File: src/rtl/burst_col_pkg.sv
package burst_col_pkg;

  localparam int unsigned MAX_BEAT_W = 4;

  typedef enum logic [1:0] {
    OP_NOP   = 2'b00,
    OP_MODE  = 2'b01,
    OP_READ  = 2'b10,
    OP_WRITE = 2'b11
  } bcs_op_e;

  typedef struct packed {
    logic [2:0] lat_code;
    logic       interleave;
    logic [2:0] len_code;
  } mode_word_t;

  localparam mode_word_t MODE_RESET = '{lat_code: 3'b011, interleave: 1'b0, len_code: 3'b010};

  function automatic logic len_code_ok(input logic [2:0] code);
    return (code == 3'd1) || (code == 3'd2) || (code == 3'd3) || (code == 3'd4);
  endfunction

  function automatic logic lat_code_ok(input logic [2:0] code);
    return (code == 3'd2) || (code == 3'd3);
  endfunction

endpackage

File: src/rtl/bcs_mode_reg.sv
module bcs_mode_reg
  import burst_col_pkg::*;
#(
  parameter int unsigned MRD_CYCLES = 2
) (
  input  logic       clk,
  input  logic       rst_n,
  input  logic       set_fire,
  input  logic [1:0] set_ba,
  input  mode_word_t set_word,
  input  logic       all_idle,
  output logic [2:0] len_log2,
  output logic       interleave,
  output logic [1:0] cas_lat,
  output logic       mode_err,
  output logic       busy
);
  localparam int unsigned CNT_W = $clog2(MRD_CYCLES + 1);

  mode_word_t       mode_q;
  logic             err_q;
  logic [CNT_W-1:0] cnt_q;
  logic             addressed;
  logic             legal;

  always_comb begin
    addressed = set_fire && (set_ba == 2'b00);
    legal     = len_code_ok(set_word.len_code) && lat_code_ok(set_word.lat_code) && all_idle;
  end

  always_ff @(posedge clk or negedge rst_n) begin
    if (!rst_n) begin
      mode_q <= MODE_RESET;
      err_q  <= 1'b0;
      cnt_q  <= '0;
    end else begin
      err_q <= addressed && !legal;
      if (addressed && legal) begin
        mode_q <= set_word;
        cnt_q  <= CNT_W'(MRD_CYCLES);
      end else if (cnt_q != '0) begin
        cnt_q <= cnt_q - 1'b1;
      end
    end
  end

  assign len_log2   = mode_q.len_code;
  assign interleave = mode_q.interleave;
  assign cas_lat    = mode_q.lat_code[1:0];
  assign mode_err   = err_q;
  assign busy       = (cnt_q != '0);

  assert_refused_keeps_mode_R4: assert property (@(posedge clk) disable iff (!rst_n)
    mode_err |-> ($stable(mode_q) && !busy));

  assert_load_needs_idle_R5: assert property (@(posedge clk) disable iff (!rst_n)
    !$stable(mode_q) |-> $past(all_idle && set_fire && set_ba == 2'b00));

  assert_codes_legal_R2: assert property (@(posedge clk) disable iff (!rst_n)
    len_code_ok(mode_q.len_code) && lat_code_ok(mode_q.lat_code));

  assert_busy_starts_on_set_R6: assert property (@(posedge clk) disable iff (!rst_n)
    $rose(busy) |-> $past(set_fire && set_ba == 2'b00));

endmodule

File: src/rtl/bcs_addr_gen.sv
module bcs_addr_gen
  import burst_col_pkg::*;
#(
  parameter int unsigned COL_W = 10
) (
  input  logic             clk,
  input  logic             rst_n,
  input  logic             start_fire,
  input  logic [COL_W-1:0] start_col,
  input  logic             start_write,
  input  logic [2:0]       len_log2,
  input  logic             interleave,
  input  logic             col_ready,
  output logic             col_valid,
  output logic [COL_W-1:0] col_addr,
  output logic             col_last,
  output logic             col_is_write
);
  localparam int unsigned BEAT_W = MAX_BEAT_W;

  logic              active_q;
  logic [COL_W-1:0]  base_q;
  logic [BEAT_W-1:0] beat_q;
  logic [2:0]        log_q;
  logic              ilv_q;
  logic              wr_q;
  logic [COL_W-1:0]  mask;
  logic [COL_W-1:0]  beat_ext;
  logic [COL_W-1:0]  low;

  always_comb begin
    mask     = (COL_W'(1) << log_q) - COL_W'(1);
    beat_ext = COL_W'(beat_q);
    low      = ilv_q ? (base_q ^ beat_ext) : (base_q + beat_ext);
    col_addr = (base_q & ~mask) | (low & mask);
    col_last = active_q && (beat_ext == mask);
  end

  always_ff @(posedge clk or negedge rst_n) begin
    if (!rst_n) begin
      active_q <= 1'b0;
      base_q   <= '0;
      beat_q   <= '0;
      log_q    <= 3'd1;
      ilv_q    <= 1'b0;
      wr_q     <= 1'b0;
    end else if (start_fire) begin
      active_q <= 1'b1;
      base_q   <= start_col;
      beat_q   <= '0;
      log_q    <= len_log2;
      ilv_q    <= interleave;
      wr_q     <= start_write;
    end else if (active_q && col_ready) begin
      if (col_last) active_q <= 1'b0;
      else          beat_q   <= beat_q + 1'b1;
    end
  end

  assign col_valid    = active_q;
  assign col_is_write = wr_q;

  assert_hold_under_stall_R10: assert property (@(posedge clk) disable iff (!rst_n)
    (col_valid && !col_ready) |=> (col_valid && $stable(col_addr) && $stable(col_last)));

  assert_block_fixed_R7: assert property (@(posedge clk) disable iff (!rst_n)
    (col_valid && col_ready && !col_last) |=> (col_valid && (((col_addr ^ $past(col_addr)) & ~mask) == '0)));

  assert_seq_step_R8: assert property (@(posedge clk) disable iff (!rst_n)
    (col_valid && col_ready && !col_last && !ilv_q) |=> (((col_addr - $past(col_addr)) & mask) == COL_W'(1)));

  assert_end_after_last_R7: assert property (@(posedge clk) disable iff (!rst_n)
    (col_valid && col_ready && col_last) |=> !col_valid);

endmodule

File: src/rtl/burst_col_seq.sv
module burst_col_seq
  import burst_col_pkg::*;
#(
  parameter int unsigned COL_W      = 10,
  parameter int unsigned MRD_CYCLES = 2
) (
  input  logic             clk,
  input  logic             rst_n,
  input  logic             cmd_valid,
  output logic             cmd_ready,
  input  logic [1:0]       cmd_op,
  input  logic [1:0]       cmd_ba,
  input  logic [COL_W-1:0] cmd_addr,
  input  logic             all_idle,
  output logic             col_valid,
  input  logic             col_ready,
  output logic [COL_W-1:0] col_addr,
  output logic             col_last,
  output logic             col_is_write,
  output logic [4:0]       burst_len,
  output logic [1:0]       cas_lat,
  output logic             mode_err,
  output logic             busy
);
  localparam int unsigned MODE_W = $bits(mode_word_t);

  logic       cmd_fire;
  logic       set_fire;
  logic       start_fire;
  logic [2:0] len_log2;
  logic       interleave;
  mode_word_t set_word;

  always_comb begin
    cmd_ready  = !busy && !col_valid;
    cmd_fire   = cmd_valid && cmd_ready;
    set_fire   = cmd_fire && (bcs_op_e'(cmd_op) == OP_MODE);
    start_fire = cmd_fire && ((bcs_op_e'(cmd_op) == OP_READ) || (bcs_op_e'(cmd_op) == OP_WRITE));
    set_word   = mode_word_t'(cmd_addr[MODE_W-1:0]);
    burst_len  = 5'd1 << len_log2;
  end

  bcs_mode_reg #(.MRD_CYCLES(MRD_CYCLES)) mode_i (
    .clk        (clk),
    .rst_n      (rst_n),
    .set_fire   (set_fire),
    .set_ba     (cmd_ba),
    .set_word   (set_word),
    .all_idle   (all_idle),
    .len_log2   (len_log2),
    .interleave (interleave),
    .cas_lat    (cas_lat),
    .mode_err   (mode_err),
    .busy       (busy)
  );

  bcs_addr_gen #(.COL_W(COL_W)) gen_i (
    .clk          (clk),
    .rst_n        (rst_n),
    .start_fire   (start_fire),
    .start_col    (cmd_addr),
    .start_write  (cmd_op[0]),
    .len_log2     (len_log2),
    .interleave   (interleave),
    .col_ready    (col_ready),
    .col_valid    (col_valid),
    .col_addr     (col_addr),
    .col_last     (col_last),
    .col_is_write (col_is_write)
  );

  assert_mode_frozen_in_burst_R10: assert property (@(posedge clk) disable iff (!rst_n)
    (col_valid && $past(col_valid)) |-> ($stable(burst_len) && $stable(cas_lat)));

endmodule

File: config.mk
export PLATFORM = sky130hd
export DESIGN_NAME = burst_col_seq
export DESIGN_NICKNAME = d
export VERILOG_FILES = /design/src/rtl/burst_col_pkg.sv /design/src/rtl/bcs_mode_reg.sv /design/src/rtl/bcs_addr_gen.sv /design/src/rtl/burst_col_seq.sv
export SDC_FILE = /design/constraint.sdc
export NUM_CORES = 1
export LEC_CHECK = 0
export ABC_AREA = 0
export ABC_CLOCK_PERIOD_IN_PS = 2750
export BUFFER_PORTS_ARGS = -buffer_cell sky130_fd_sc_hd__buf_2
export CELL_PAD_IN_SITES_DETAIL_PLACEMENT = 0
export CELL_PAD_IN_SITES_GLOBAL_PLACEMENT = 1
export CORE_MARGIN = 5
export CORE_UTILIZATION = 38
export DETAILED_ROUTE_END_ITERATION = 10
export GPL_ROUTABILITY_DRIVEN = 1
export HOLD_SLACK_MARGIN = 0.05
export MAX_ROUTING_LAYER = met4
export PLACE_DENSITY = 0.74
export SYNTH_ARGS = -nofsm -noshare
export SYNTH_HDL_FRONTEND = slang
export SYNTH_SLANG_ARGS = --single-unit
File: constraint.sdc
create_clock -name clk -period 2.75 [get_ports clk]
set_input_delay 0.1375 -clock clk [delete_from_list [all_inputs] [get_ports clk]]
set_output_delay 0.1375 -clock clk [all_outputs]
set_load 0.02 [all_outputs]
# --- After elaboration in Yosys (flattened, before gate mapping) ---
# Index checks and enable logic that the tools add are counted.
op_classes:
  add_sub_neg: 4
  eq_ne: 11
  shift: 2
  muxes: 9
  bitwise: 5
  n_reduce_logical: 26
ops:
  columns: ["cell", "n"]
  rows:
  - ["$and A10 B10 Y10", 2]
  - ["$eq A3 B2 Y1 const B", 4]
  - ["$mux W4", 3]
  - ["$logic_and A1 B1 Y1", 11]
  - ["$add A10 B4 Y10", 1]
  - ["$eq A4 B10 Y1", 1]
  - ["$mux W10", 1]
  - ["$not A10 Y10", 1]
  - ["$or A10 B10 Y10", 1]
  - ["$shl A1 B3 Y10 const A", 1]
  - ["$sub A10 B2 Y10 const B", 1]
  - ["$xor A10 B4 Y10", 1]
  - ["$reduce_bool A2 Y1", 4]
  - ["$logic_or A1 B1 Y1", 5]
  - ["$shl A1 B3 Y5 const A", 1]
  - ["$add A4 B1 Y4 const B", 1]
  - ["$eq A2 B2 Y1 const B", 2]
  - ["$mux W2", 2]
  - ["$reduce_and A2 Y1", 2]
  - ["$eq A3 B1 Y1 const B", 1]
  - ["$eq A3 B3 Y1 const B", 1]
  - ["$logic_not A1 Y1", 3]
  - ["$mux W1", 3]
  - ["$eq A2 B1 Y1 const B", 1]
  - ["3 further kinds", 3]
word_totals:
  register_bits: 29
  word_cells: 68

# --- Logic depth before layout (Yosys ltp) ---
logic_depth:
  depth_word: 8
  ltp_mapped: 10

# --- Cells and area by module ---
# Synthesis repeated with hierarchy kept, for this count alone.
unflattened:
  cells_unflattened: 169
  area_unflattened_um2: 1846.8
modules_own_cells:
  columns: ["module", "instances", "cells_each", "area_each_um2"]
  rows:
  - ["bcs_addr_gen", 1, 131, 1381.3]
  - ["bcs_mode_reg", 1, 30, 405.4]
  - ["burst_col_seq", 1, 8, 60.1]

# --- Worst setup path after synthesis ---
# Ideal clock, no wire load.
synth_path:
  path_kind: "flip-flop to output port"
  from: "register gen_i.log_q[1]"
  to: "output col_last"
  arrival_ps: 2208
  setup_slack_ps: 404
  path_stages_with_launch: 8
  path_buffers: 1
  cell_sequence: "dfrtp_1 -> clkbuf_1 -> or3_1 -> ha_1 -> or3_1 -> a211oi_2 -> o2111a_2 -> and2_1"
synth_via:
  elab_chain_len: 4
synth_rtl:
  columns: ["element", "line", "text"]
  rows:
  - ["start: declaration", "bcs_addr_gen.sv:24", "logic [2:0] log_q;"]
  - ["start signal: assignment", "bcs_addr_gen.sv:51", "log_q <= len_log2;"]
  - ["$shl A1 B3 Y10", "bcs_addr_gen.sv:32", "mask = (COL_W'(1) << log_q) - COL_W'(1);"]
  - ["$sub A10 B2 Y10", "bcs_addr_gen.sv:32", null]
  - ["$eq A4 B10 Y1", "bcs_addr_gen.sv:36", "col_last = active_q && (beat_ext == mask);"]
  - ["$logic_and A1 B1 Y1", "bcs_addr_gen.sv:36", null]
  - ["end: declaration", "burst_col_seq.sv:18", "output logic col_last,"]
# No other way between the ends.

# --- Worst setup path in the final report ---
# Ends and elaborated chain as after synthesis.

==> results.py <==
metrics = {
    "die": {
        "die_w_um": 77.75,
        "ios": 42,
        "rows": 24,
        "die_h_um": 77.75,
        "start_util_pct": 39.51,
        "core_mm2": 0.004414,
        "die-area_mm2": 0.006045,
    },
    "routing": {
        "post_drt_wl_per_cell_um": 14.26,
        "via_count": 1342,
        "firstDrtPassIters": 4,
        "drt_iter0_drc": 57,
        "antenna_left": 0,
        "via_per_inst": 5.103,
        "wirelength_um": 3750,
        "drc": 0,
    },
    "cells_and_area": {
        "layout-drive-gt1-share_pct": 42.18,
        "layout_common_cells": "buf_2, dfrtp_1, mux2_2",
        "finish.utilization_pct": 48.19,
        "n_antenna_cell": 0,
        "final_nets": 237,
        "area_delta_synth_final_pct": 21.95,
        "final_cell_area_mm2": 0.002127,
        "fillers": 411,
        "final_common_cell": "buf_2",
    },
    "worst_hold_path": {
        "min_to": "gen_i.base_q[9]",
        "min_path_type": "in -> reg",
        "hold_path_depth": 2,
        "hp-start": "cmd_addr[9]",
    },
    "synthesis": {
        "syn_area_mm2": 0.001744,
        "synth_top_area_share_pct": 35.87,
        "yosys.area.top_type": "dfrtp_1",
        "yosysSeqAreaShare_pct": 41.89,
        "ys_ff_latch": 29,
        "synth-async-reset-ratio_pct": 100.0,
        "synth_edf_count": 0,
        "yosys_warnings": 0,
        "avgSynthCellArea_um2": 10.57,
        "syn_nets": 192,
        "synth-main-ff-cell": "dfrtp_1",
        "synth_cell_types": 41,
        "ys_top_cells_by_area": "dfrtp_1, mux2_2, dfstp_2",
        "syn_inst": 165,
    },
    "place": {
        "dpl.hpwl_um": 2953,
        "placed_cell_area_mm2": 0.001997,
        "place.gp.congestion": 0.8943,
        "portBuffers": 41,
    },
    "status": {
        "status": "complete, no violations",
    },
    "power": {
        "peakVddDrop_v": 0.0003674,
        "power_mw": 2.054,
        "powerDensity_mw_per_mm2": 965.5,
        "p_leak_nw": 1.017,
    },
    "global_route": {
        "grt_max_degree": 30,
        "grt_pass1_wl_um": 6665,
        "grt_pass1_vias": 1427,
        "overflow": 0,
        "grt_usage_pct": 13.85,
        "antenna_found_initial": 0,
    },
    "sta": {
        "setup_tns_ns": 0,
        "setup_viol": 0,
        "clock.fmax_ghz": 0.3825,
        "post-route-period-util_pct": 95.06,
        "hold_viol": 0,
        "worstMarginPinSlew_ns": 0.6404,
        "whs_ns": 0.09520,
        "fin_skew_ns": 0.005539,
        "rsz0062_at_grt": "no",
        "min_period_ns": 2.614,
        "drv_slew": 0,
        "max_slew_margin_pct": 57.30,
    },
    "worst_setup_path": {
        "r2r-start": "gen_i.log_q[1]",
        "end_kind": "output port",
        "reg2reg_slack_ns": 0.31,
        "required_ns": 2.61,
        "regToRegEndpoint": "gen_i.beat_q[2]",
        "cp-start-kind": "flop",
        "r2r_cells": 8,
        "critical_path_class": "reg -> out",
        "crit_fanout": 11,
        "cp.arrival_ns": 2.48,
    },
    "run": {
        "drv_cap": 0,
    },
    "cts": {
        "cts_buffers": 5,
        "clk_path_buf_depth": 2,
        "clkTransAtPathRegs_ns": 0.06,
        "cts_tree": "built",
        "cts-htree-levels": 2,
        "cts_root_buf": "clkbuf_8",
        "clk_latency_ns": 0.28,
        "cts_sinks": 29,
    },
}
## metrics by stage
step | cells | setup slack (ns)
2_1_floorplan | 165 | 0.4045
3_3_place_gp | 252 | 0.3800
3_5_place_dp | 252 | 0.3165
4_1_cts | 261 | 0.009430
5_1_grt | 263 | 0.02881
6_report | 263 | 0.1359
## kinds of logic after synthesis
logic type	synth area share, %
compound gates	7.748
buf+inv	3.587
flops	41.89
fa+ha+maj	6.169
mux	15.85
xor+xnor	6.815
simple gates	17.93
## Yosys cell counts (3+ instances only)
cell,number
nor3_1,3
nor3b_1,3
ha_1,7
o21ai_0,4
and2_1,4
mux2i_1,4
a21oi_1,4
nand3_1,4
inv_1,7
nand2b_1,4
xor2_1,7
clkbuf_1,6
dfrtp_1,25
xnor2_1,4
mux2_2,21
nor2b_1,3
dfstp_2,4
nand2_1,14
nor2_1,8
## routing by layer
| layer | wire (µm) | track usage (%) |
|---|---|---|
| met2 | 1820 | 21.37 |
| met3 | 138 | 3.241 |
| met5 | 0 | - |
| met4 | 41 | 4.639 |
| met1 | 1749 | 17.86 |
## where the power goes
| group | switching, mW | internal [mW] |
|---|---|---|
| Clock | 0.151 | 0.204 |
| Sequential | 0.137 | 0.561 |
| Combinational | 0.524 | 0.478 |
## registers in the layout (all words and copies together), names as in the netlist, 2 cells and up
signal / cells
mode_i.len_log2: 3
mode_i.cas_lat: 2
gen_i.log_q: 3
gen_i.base_q: 10
mode_i.cnt_q: 2
gen_i.beat_q: 4
## worst max-delay path, stage by stage (launching register included)
cell and delay (ns):
dfrtp_2 0.47, or3_1 0.42, ha_1 0.21, or3_1 0.36, a211oi_2 0.22, o2111a_2 0.24, and2_1 0.12, buf_2 0.15
## how the worst max path moves through the flow
stage	from	to	slack, ns
final	gen_i.log_q[1]	col_last	0.14
after floorplan	gen_i.log_q[1]	col_last	0.40
after global routing	gen_i.log_q[1]	col_last	0.03
after global placement	gen_i.log_q[1]	col_last	0.38
after CTS	gen_i.log_q[1]	col_last	0.009
after detailed placement	gen_i.log_q[1]	col_last	0.32
## final cells by class
type	count	area [µm²]	area share [%]
sequential	29	734.5	34.53
timing repair buffer	46	245.2	11.53
inverter	8	30.03	1.412
clock buffer	8	90.09	4.235
tap	52	65.06	3.059
multi-input combinational	120	962.2	45.24
## what timing repair did
item | in CTS | in global routing
setup endpoints to repair | 0 | 4
gates resized for setup | 0 | 5
hold endpoints to repair | 25 | 0
setup buffers | 0 | 2
hold buffers | 1 | 0
Power figures use the tool's default switching activity.
